### src/rtl/rounder_pkg.sv
package rounder_pkg;

  typedef enum logic [1:0] {
    RND_NEAR = 2'd0,
    RND_ZERO = 2'd1,
    RND_POS  = 2'd2,
    RND_NEG  = 2'd3
  } rndMode_e;

  typedef struct packed {
    logic load1;      // capture short form in stage 1
    logic load2;      // capture rounded result in stage 2
    logic roundNear;  // stage 2 uses guard/sticky/lsb rule
    logic roundAway;  // stage 2 increments on any inexact
  } rndStrobe_t;

endpackage

### src/rtl/rounder_ctrl.sv
module rounder_ctrl
  import rounder_pkg::*;
(
  input  logic       clk,
  input  logic       rstN,
  input  logic       inVld,
  input  logic       inSign,
  input  logic [1:0] inMode,
  output rndStrobe_t strobe,
  output logic       outVld
);

  rndMode_e   modeIn;
  logic       s1Vld;
  logic       s1Near;
  logic       s1Away;
  logic       awayNext;

  assign modeIn = rndMode_e'(inMode);

  always_comb begin
    unique case (modeIn)
      RND_POS: awayNext = ~inSign;
      RND_NEG: awayNext = inSign;
      default: awayNext = 1'b0;
    endcase
  end

  always_ff @(posedge clk) begin
    if (!rstN) begin
      s1Vld  <= 1'b0;
      s1Near <= 1'b0;
      s1Away <= 1'b0;
      outVld <= 1'b0;
    end else begin
      s1Vld  <= inVld;
      outVld <= s1Vld;
      if (inVld) begin
        s1Near <= (modeIn == RND_NEAR);
        s1Away <= awayNext;
      end
    end
  end

  assign strobe.load1     = inVld;
  assign strobe.load2     = s1Vld;
  assign strobe.roundNear = s1Near;
  assign strobe.roundAway = s1Away;

endmodule

### src/rtl/rounder_dp.sv
module rounder_dp
  import rounder_pkg::*;
#(
  parameter int WIDE_W = 106,
  parameter int PREC   = 53
) (
  input  logic              clk,
  input  logic              rstN,
  input  rndStrobe_t        strobe,
  input  logic              inSign,
  input  logic [WIDE_W-1:0] inSig,
  output logic              outSign,
  output logic [PREC-1:0]   outSig,
  output logic              outExpInc,
  output logic              outInexact
);

  localparam int SHORT_W = PREC + 2;
  localparam int LOW_W   = WIDE_W - PREC - 1;

  // stage 1: sticky fold to PREC+2 bits
  logic [SHORT_W-1:0] shortNext;
  logic [SHORT_W-1:0] shortQ;
  logic               signQ;

  assign shortNext = {inSig[WIDE_W-1 -: PREC+1], |inSig[LOW_W-1:0]};

  always_ff @(posedge clk) begin
    if (!rstN) begin
      shortQ <= '0;
      signQ  <= 1'b0;
    end else if (strobe.load1) begin
      shortQ <= shortNext;
      signQ  <= inSign;
    end
  end

  // stage 2: round the short form
  logic [PREC-1:0] kept;
  logic            guardBit;
  logic            stickyBit;
  logic            lossy;
  logic            bump;
  logic [PREC:0]   sum;
  logic [PREC-1:0] sigNext;

  assign kept      = shortQ[SHORT_W-1:2];
  assign guardBit  = shortQ[1];
  assign stickyBit = shortQ[0];
  assign lossy     = guardBit | stickyBit;

  always_comb begin
    if (strobe.roundNear) bump = guardBit & (stickyBit | kept[0]);
    else                  bump = strobe.roundAway & lossy;
    sum = {1'b0, kept} + {{PREC{1'b0}}, bump};
    if (sum[PREC]) sigNext = {1'b1, {(PREC-1){1'b0}}};
    else           sigNext = sum[PREC-1:0];
  end

  always_ff @(posedge clk) begin
    if (!rstN) begin
      outSign    <= 1'b0;
      outSig     <= '0;
      outExpInc  <= 1'b0;
      outInexact <= 1'b0;
    end else if (strobe.load2) begin
      outSign    <= signQ;
      outSig     <= sigNext;
      outExpInc  <= sum[PREC];
      outInexact <= lossy;
    end
  end

endmodule

### src/rtl/sticky_rounder.sv
module sticky_rounder
  import rounder_pkg::*;
#(
  parameter int WIDE_W = 106,
  parameter int PREC   = 53
) (
  input  logic              clk,
  input  logic              rstN,
  input  logic              inVld,
  input  logic              inSign,
  input  logic [WIDE_W-1:0] inSig,
  input  logic [1:0]        inMode,
  output logic              outVld,
  output logic              outSign,
  output logic [PREC-1:0]   outSig,
  output logic              outExpInc,
  output logic              outInexact
);

  rndStrobe_t strobe;

  rounder_ctrl u_ctrl (
    .clk    (clk),
    .rstN   (rstN),
    .inVld  (inVld),
    .inSign (inSign),
    .inMode (inMode),
    .strobe (strobe),
    .outVld (outVld)
  );

  rounder_dp #(.WIDE_W(WIDE_W), .PREC(PREC)) u_dp (
    .clk        (clk),
    .rstN       (rstN),
    .strobe     (strobe),
    .inSign     (inSign),
    .inSig      (inSig),
    .outSign    (outSign),
    .outSig     (outSig),
    .outExpInc  (outExpInc),
    .outInexact (outInexact)
  );

endmodule

### config.mk
export PLATFORM = sky130hd
export DESIGN_NAME = sticky_rounder
export DESIGN_NICKNAME = d
export VERILOG_FILES = /design/src/rtl/rounder_pkg.sv /design/src/rtl/rounder_ctrl.sv /design/src/rtl/rounder_dp.sv /design/src/rtl/sticky_rounder.sv
export SDC_FILE = /design/constraint.sdc
export NUM_CORES = 1
export LEC_CHECK = 0
export ABC_AREA = 1
export ABC_CLOCK_PERIOD_IN_PS = 3000
export CORE_MARGIN = 3
export CORE_UTILIZATION = 40
export CTS_CLUSTER_SIZE = 25
export DETAILED_ROUTE_END_ITERATION = 12
export GPL_TIMING_DRIVEN = 0
export PLACE_DENSITY = 0.75
export SYNTH_ARGS = -nofsm -noshare
export SYNTH_HDL_FRONTEND = slang
export SYNTH_SLANG_ARGS = --single-unit
### constraint.sdc
create_clock -name clk -period 3 [get_ports clk]
set_clock_uncertainty 0.05 [all_clocks]
set_input_delay 0.6 -clock clk [delete_from_list [all_inputs] [get_ports clk]]
set_output_delay 0.6 -clock clk [all_outputs]
set_load 0.01 [all_outputs]
; Word-level counts from Yosys, hierarchy flattened
; Cells that the tools add are included.
[word_totals]
regBits = 116
inputBits = 112
word_cells = 23
[classes]
n_addsub = 1
n_eq_ne = 2
muxes = 3
bitwise = 5
n_reduce_logical = 2
[ops]
columns = operator, count
row1 = $add A53 B1 Y54, 1
row2 = $mux W53, 1
row3 = $reduce_or A52 Y1, 1
row4 = $eq A2 B2 Y1 const B, 2
row5 = $and A1 B1 Y1, 2
row6 = $logic_not A2 Y1, 1
row7 = $or A1 B1 Y1, 2
row8 = $pmux W1 S2, 1
row9 = $mux W1, 1
row10 = $not A1 Y1, 1

; Longest topological paths before layout
; Gate-level depths: netlist (run 1).
[logic_depth]
word_depth = 5
depth_mapped = 14
ltp_nobuf = 14

; Hierarchy
; A second synthesis (run 1) with hierarchy kept.
[unflattened]
hier_cells = 904
hier_area_um2 = 5948.2
[by_module_without_submodules]
columns = module, instances, cells_each, area_each_um2, seq_area_each_um2
row1 = rounder_dp, 1, 881, 5769.3, 2242.2
row2 = rounder_ctrl, 1, 23, 178.9, 80.1

; Worst setup path before layout (run 1)
; No wires, ideal clock.
[synth_path]
path_type = reg-to-reg
from = register u_dp.shortQ[0]
to = register u_dp.outSig[20]
t_arrival_ns = 2.035
required_ns = 2.883
slack_ns = 0.847
path_stages_with_launch = 14
n_path_buf = 0
cell_sequence = dfxtp_1 > nor2_1 > o32ai_1 > ha_1 > ha_1 > inv_1 > nor2_2 > nand2_2 > inv_2 > nand2_2 > nor2_4 > xor2_1 > nand2_1 > a21oi_2
[synth_via]
elab_chain_cells = 5
word_cells_on_any_way = 7
[synth_rtl]
columns = item, line_no
row1 = start: declaration, rounder_dp.sv:23  ; logic [SHORT_W-1:0] shortQ;
row2 = start signal: assignment, rounder_dp.sv:33  ; shortQ <= shortNext;
row3 = $or A1 B1 Y1 (on tied branches), "rounder_dp.sv:50, rounder_dp.sv:53"
row4 = $and A1 B1 Y1 (on tied branches), "rounder_dp.sv:54, rounder_dp.sv:53"
row5 = $mux W1 *, rounder_dp.sv:53  ; if (strobe.roundNear) bump = guardBit & (stickyBit | kept[0]);
row6 = $add A53 B1 Y54 *, rounder_dp.sv:55  ; sum = {1'b0, kept} + {{PREC{1'b0}}, bump};
row7 = $mux W53 *, rounder_dp.sv:56  ; if (sum[PREC]) sigNext = {1'b1, {(PREC-1){1'b0}}};
row8 = end signal: assignment, rounder_dp.sv:68  ; outSig <= sigNext;
row9 = end: declaration, rounder_dp.sv:13  ; output logic [PREC-1:0] outSig,
; Every way passes the cells marked *; elsewhere a longest branch is shown, timed or not.
; A chain may end at the register's enable or synchronous reset.

; Final worst setup path (run 1)
[layout_path]
from = register u_dp.shortQ[0]
to = register u_dp.outSig[44]
; Same word-level chain as after synthesis.

==> qor.yml, run 1 <==
worst_setup_path:
  slowest_delay_ps: 600
  cpMaxStageDelayCell: "nor2_1"
  critPathCapture: "u_dp.outSig[44]$_SDFFE_PN0P_"
  crit_type: "flop to flop"
  r2r_end: "u_dp.outSig[44]$_SDFFE_PN0P_"
  critPathArrivalTime_ps: 3040
  timing.rr.start: "u_dp.shortQ[0]$_SDFFE_PN0P_"
  start_kind: "flop"
  path_common_cell: "nor2_1"
  crit_chain: "nor2_1 -> o32ai_1 -> ha_1 -> ha_1 -> nand3_1 -> nor2_1 -> nand4_1 -> nand2_1 -> nor2_1 -> nor2_1 -> nor2_1"
  crit_start: "u_dp.shortQ[0]$_SDFFE_PN0P_"
  r2r_cells: 11
  cp-end-kind: "flop"
  cp_max_fo: 5
  cp.required_ps: 3250
  ff2ff_setup_slack_ps: 210
clocking:
  cts.path.max_buffers: 2
  clock_latency_ps: 430
  postCtsSetupRepairBufs: 0
  cts_tree: "done"
  numClockSinks: 116
  cts_max_level: 4
  numCtsBuffers: 17
  root_buffer: "clkbuf_16"
  clk_pin_slew_ps: 60
power_and_ir_drop:
  internal-power_w: 0.00326
  power_density_mw_per_mm2: 517
  p_leak_nw: 3.00
  p_comb_frac: 0.117
  p_seq_frac: 0.391
  peakVddDrop_mv: 0.380
  p_sw_w: 0.00109
  p_sw_frac: 0.250
  pwr-share-clk: 0.492
grt:
  grt_max_degree: 17
  antenna_found_initial: 0
  grt_pass1_vias: 6310
  grt_remaining_overflow: 0
  track_usage: 0.275
  grt_pass1_wl_mm: 33.9
detailed_routing:
  vias_per_cell: 5.25
  drtIter0Drc: 666
  post_drt_wl_per_cell_um: 17.5
  ant_nets: 0
  vias: 6675
  drc: 0
  drt_wl_total_mm: 22.3
  first_pass_iters: 5
synth:
  yosysTopAreaCell: "dfxtp_1"
  synth_compound_area_frac: 0.130
  ys_ff_latch: 116
  yosysTopAreaCellShare: 0.393
  syn_nets: 1007
  synthesis.area_per_instance_um2: 6.61
  synthTopCellsByArea: "dfxtp_1 (39%), nand2_1 (14%), nor2_1 (10%)"
  synthMuxAreaShare: 0
  synth_fa_ha_area_frac: 0.00424
  synth-xor-area-share: 0.0326
  synthSimpleGateAreaFrac: 0.374
  synth_seq_area_share: 0.393
  yosysWarnings: 0
  synthCells: 893
  ys_types: 30
  synthesis.area_mm2: 0.00590
  synth_top_family_by_area: "simple AND/OR/NAND/NOR gates"
flow_run:
  cap_violations: 0
placed_design:
  gp_congestion: 0.949
  hpwl_mm: 17.5
  pre_cts_slack_ps: 80.6
  dpl_cell_area_mm2: 0.00780
  portBuffers: 167
floorplan:
  die_x_um: 127
  die_y_um: 127
  dieArea_mm2: 0.0163
  rows: 43
  core_area_mm2: 0.0141
  start_util: 0.417
  io-pin-count: 169
final_layout:
  layout_common_cells: "nand2_1 (223), clkdlybuf4s50_1 (167), nor2_1 (160), dfxtp_1 (116), a21oi_1 (81)"
  antenna_cells: 0
  design_area_mm2: 0.00842
  drive_gt1_frac: 0.0668
  regMostFlops: "u_dp.shortQ"
  layout_commonest_cell: "nand2_1"
  largest_register_ff_count: 55
  top_regs: "u_dp.shortQ x55, u_dp.outSig x53"
  final_nets: 1193
  syn_to_final_growth_pct: 42.6
timing:
  hold_violations: 0
  finalMaxSlewViolations: 0
  worstMarginPinSlew_ps: 768
  grt_setup_unrepaired: "false"
  setup_viol: 0
  max_freq_ghz: 0.359
  min_period_ps: 2790
  setup_slack_ps: 211
  fin_tns_setup_ps: 0
  slew_headroom: 0.488
  min_period_over_period: 0.930
hold_path:
  hold_path.class: "flop to flop"
run_status:
  status: "complete, no violations"
[cells in the mapped netlist]
library cell / number
o32ai_1: 1
nand2_2: 9
nor2_2: 9
xor2_1: 17
nand2_1: 223
nor4_1: 12
buf_2: 2
nand3_1: 42
xnor2_1: 5
dfxtp_1: 116
o21bai_1: 2
a21oi_2: 2
buf_4: 1
nor2_4: 10
clkbuf_1: 30
inv_2: 2
nor2_1: 161
a21o_1: 1
inv_1: 61
o21ai_0: 63
a21oi_1: 81
buf_1: 2
nand4_2: 1
ha_1: 2
nor3_1: 3
nand4_1: 28
nor3b_1: 1
buf_6: 1
nand3_2: 4
nand3b_1: 1
[critical path, delay by kind of cell (launching register included)]
family / cells / cell delay, ps
fa+ha+maj: 2 / 680
simple gates: 8 / 1300
compound gates: 1 / 290
flops: 1 / 350
[per-layer routing]
layer  track usage  up-vias  part of all wire
met5             0        -                 0
met4        0.0940        0             0.022
met3        0.0548       35             0.083
met2         0.464      310              0.47
met1         0.351     3048              0.43
li1              -     3282                 -
[kinds of logic after synthesis]
logic type | after synthesis
buffers and inverters | 99
DFF | 116
xor gates and xnor gates | 22
AOI/OAI and AO/OA | 150
and+or+nand+nor | 504
adders and majority gates | 2
[stage by stage]
step | power (W) | hold WS (ps) | util | std cells
CTS | 0.00436 | 413 | 0.595 | 1272
finish | 0.00435 | 410 | 0.595 | 1272
global route | 0.00448 | 423 | 0.595 | 1272
floorplan | 0.00193 | 400 | - | 893
detailed placement | 0.00224 | 405 | 0.551 | 1240
global placement | 0.00223 | 403 | 0.551 | 1240
[how the worst min path moves through the flow]
stage                                 startpoint                           end  slack [ps]  depth (start not counted)
floorplan                u_dp.signQ$_SDFFE_PN0P_     u_dp.outSign$_SDFFE_PN0P_         400                          2
global placement    u_dp.outSig[24]$_SDFFE_PN0P_  u_dp.outSig[24]$_SDFFE_PN0P_         400                          2
detailed placement  u_dp.outSig[12]$_SDFFE_PN0P_  u_dp.outSig[12]$_SDFFE_PN0P_         400                          2
CTS                 u_dp.outSig[12]$_SDFFE_PN0P_  u_dp.outSig[12]$_SDFFE_PN0P_         410                          2
global route         u_dp.outSig[4]$_SDFFE_PN0P_   u_dp.outSig[4]$_SDFFE_PN0P_         420                          2
finish              u_dp.outSig[12]$_SDFFE_PN0P_  u_dp.outSig[12]$_SDFFE_PN0P_         410                          2
[power by group through the flow]
stage | sequential, W | combinational, W | clock, W
after floorplan | 0.00172 | 0.000212 | 0
after global placement | 0.00173 | 0.000501 | 0
after detailed placement | 0.00173 | 0.000505 | 0
after CTS | 0.00170 | 0.000509 | 0.00215
after global routing | 0.00171 | 0.000556 | 0.00221
final | 0.00170 | 0.000509 | 0.00214
[final cells by class]
type	instances	area (um2)
well taps	180	225
repair buffers	167	1670
inverters	63	236
plain buffers	36	149
clock inverters	14	186
flip-flops and latches	116	2320
fillers	1357	5730
multi-input cells	678	3200
clock buffers	18	429
[timing repair]
| action | 4_1_cts | 5_1_grt |
|---|---|---|
| setup endpoints to repair | 0 | 1 |
| resized for setup | 0 | 1 |
| hold endpoints to repair | 0 | 0 |
| hold buffers | 0 | 0 |
(Power assumes the default switching activity.)
==> run 2, diff against run 1 <==
SETUP_SLACK_MARGIN = 0.4   (was not set)
==> qor.yml, run 2 (synthesis results as in run 1) <==
run_status:
  status: "complete, no violations"
worst_setup_path:
  cp-end-kind: "flop"
  crit_chain: "nor2_1 -> o32ai_2 -> ha_2 -> ha_1 -> nand3_1 -> nor2_1 -> nand4_1 -> nand2_1 -> nor2_1 -> nor2_1 -> nor2_1"
  critPathBufInv: 0
  r2r_end: "u_dp.outSig[44]$_SDFFE_PN0P_"
  critPathArrivalTime_ps: 2810
  cp.required_ps: 3250
  cp_max_fo: 5
  timing.rr.start: "u_dp.shortQ[0]$_SDFFE_PN0P_"
  ff2ff_setup_slack_ps: 440
  slowest_delay_ps: 560
  crit_type: "flop to flop"
  r2r_cells: 11
  cp_top_family: "simple AND/OR/NAND/NOR gates"
  cpMaxStageDelayCell: "nor2_1"
  path_common_cell: "nor2_1"
  start_kind: "flop"
timing:
  whs_ps: 410
  max_freq_ghz: 0.391
  finalMaxSlewViolations: 0
  setup_viol: 0
  setup_slack_ps: 441
  hold_violations: 0
  min_period_over_period: 0.853
  worstMarginPinSlew_ps: 794
  fin_tns_setup_ps: 0
  slew_headroom: 0.471
  grt_setup_unrepaired: "false"
  min_period_ps: 2560
detailed_routing:
  drtIter0Drc: 668
  post_drt_wl_per_cell_um: 17.5
  drc: 0
  drt_wl_total_mm: 22.4
  vias: 6630
  ant_nets: 0
  vias_per_cell: 5.19
  first_pass_iters: 7
placed_design:
  pre_cts_slack_ps: 80.6
  dp.cells: 1240
  hpwl_mm: 17.5
  gp_congestion: 0.949
  portBuffers: 167
final_layout:
  layout_common_cells: "nand2_1 (223), clkdlybuf4s50_1 (167), nor2_1 (159), dfxtp_1 (116), a21oi_1 (81)"
  final_nets: 1198
  stdcell_count: 1277
  top_regs: "u_dp.shortQ x55, u_dp.outSig x53"
  syn_to_final_growth_pct: 43.8
  drive_gt1_frac: 0.0747
  regMostFlops: "u_dp.shortQ"
  largest_register_ff_count: 55
  antenna_cells: 0
  layout_commonest_cell: "nand2_1"
floorplan:
  dieArea_mm2: 0.0163
  start_util: 0.417
  io-pin-count: 169
  die_y_um: 127
  core_area_mm2: 0.0141
  die_x_um: 127
  rows: 43
flow_run:
  cap_violations: 0
clocking:
  cts.path.max_buffers: 2
  cts_tree: "done"
  holdBufCountCts: 0
  root_buffer: "clkbuf_16"
  clk_pin_slew_ps: 60
  cts_max_level: 4
  clock_latency_ps: 430
  numCtsBuffers: 17
  numClockSinks: 116
power_and_ir_drop:
  peakVddDrop_mv: 0.381
  power_density_mw_per_mm2: 512
  p_leak_nw: 3.03
  finalPower_w: 0.00435
grt:
  grt_remaining_overflow: 0
  track_usage: 0.275
  antenna_found_initial: 0
  grt_pass1_wl_mm: 33.9
  grt_max_degree: 17
  grt_pass1_vias: 6318
hold_path:
  hold_path.class: "flop to flop"
  whs_endpoint: "u_dp.outSig[12]$_SDFFE_PN0P_"
  hp-start: "u_dp.outSig[12]$_SDFFE_PN0P_"
  hold_depth: 2
[run 2: cell count changes in the layout (fill, tap and decap cells not counted)]
cell / before / now
buf_12: 0 / 1
buf_4: 1 / 5
clkbuf_1: 31 / 30
clkbuf_2: 0 / 1
ha_1: 2 / 1
ha_2: 0 / 1
nor2_1: 160 / 159
nor2_2: 10 / 9
nor2_4: 10 / 12
o32ai_1: 1 / 0
o32ai_2: 0 / 1
[run 2: per-stage QoR]
stage / util / cell area (um2)
finish: 0.600 / 8490
global route: 0.600 / 8490
CTS: 0.597 / 8440
detailed placement: 0.551 / 7800
global placement: 0.551 / 7800
floorplan: - / 5900
[run 2: area by class of cell]
class | count | area, um2
fill | 1357 | 5660
multi-input combinational | 678 | 3220
sequential | 116 | 2320
timing repair buffer | 172 | 1720
clock buffer | 18 | 429
inverter | 63 | 236
tap | 180 | 225
clock inverter | 14 | 186
buffer | 36 | 150
[run 2: routing by layer]
layer	part of all wire	wire, um	track usage
met1	0.43	9610	0.352
met5	0	0	0
met4	0.024	544	0.0940
met2	0.47	10500	0.464
met3	0.079	1780	0.0548
[run 2: repair_timing]
item / in CTS / in global routing
buffers inserted: 2 / 3
resized for setup: 3 / 5
pin swaps: 1 / 2
setup endpoints to repair: 12 / 12
[run 2: how the worst max path moves through the flow]
stage                                         endpoint  cells past startpoint                         from
after floorplan           u_dp.outSig[20]$_SDFFE_PN0P_                     13  u_dp.shortQ[0]$_SDFFE_PN0P_
after global routing      u_dp.outSig[49]$_SDFFE_PN0P_                     12  u_dp.shortQ[0]$_SDFFE_PN0P_
after detailed placement  u_dp.shortQ[32]$_SDFFE_PN0P_                      6                        inVld
after CTS                 u_dp.outSig[48]$_SDFFE_PN0P_                     14  u_dp.shortQ[0]$_SDFFE_PN0P_
after global placement    u_dp.shortQ[32]$_SDFFE_PN0P_                      6                        inVld
final                     u_dp.outSig[44]$_SDFFE_PN0P_                     11  u_dp.shortQ[0]$_SDFFE_PN0P_
[run 2: worst register-to-register path, stage by stage, from the launching register on]
cell	delay [ps]
dfxtp_1	360
nor2_1	80
o32ai_2	250
ha_2	250
ha_1	230
nand3_1	180
nor2_1	560
nand4_1	180
nand2_1	110
nor2_1	50
nor2_1	90
nor2_1	50
[run 2: where the power goes]
group	switching, W	internal, W
combinational	0.000252	0.000260
clock	0.000758	0.00138
sequential	0.0000783	0.00162
total	0.00109	0.00326
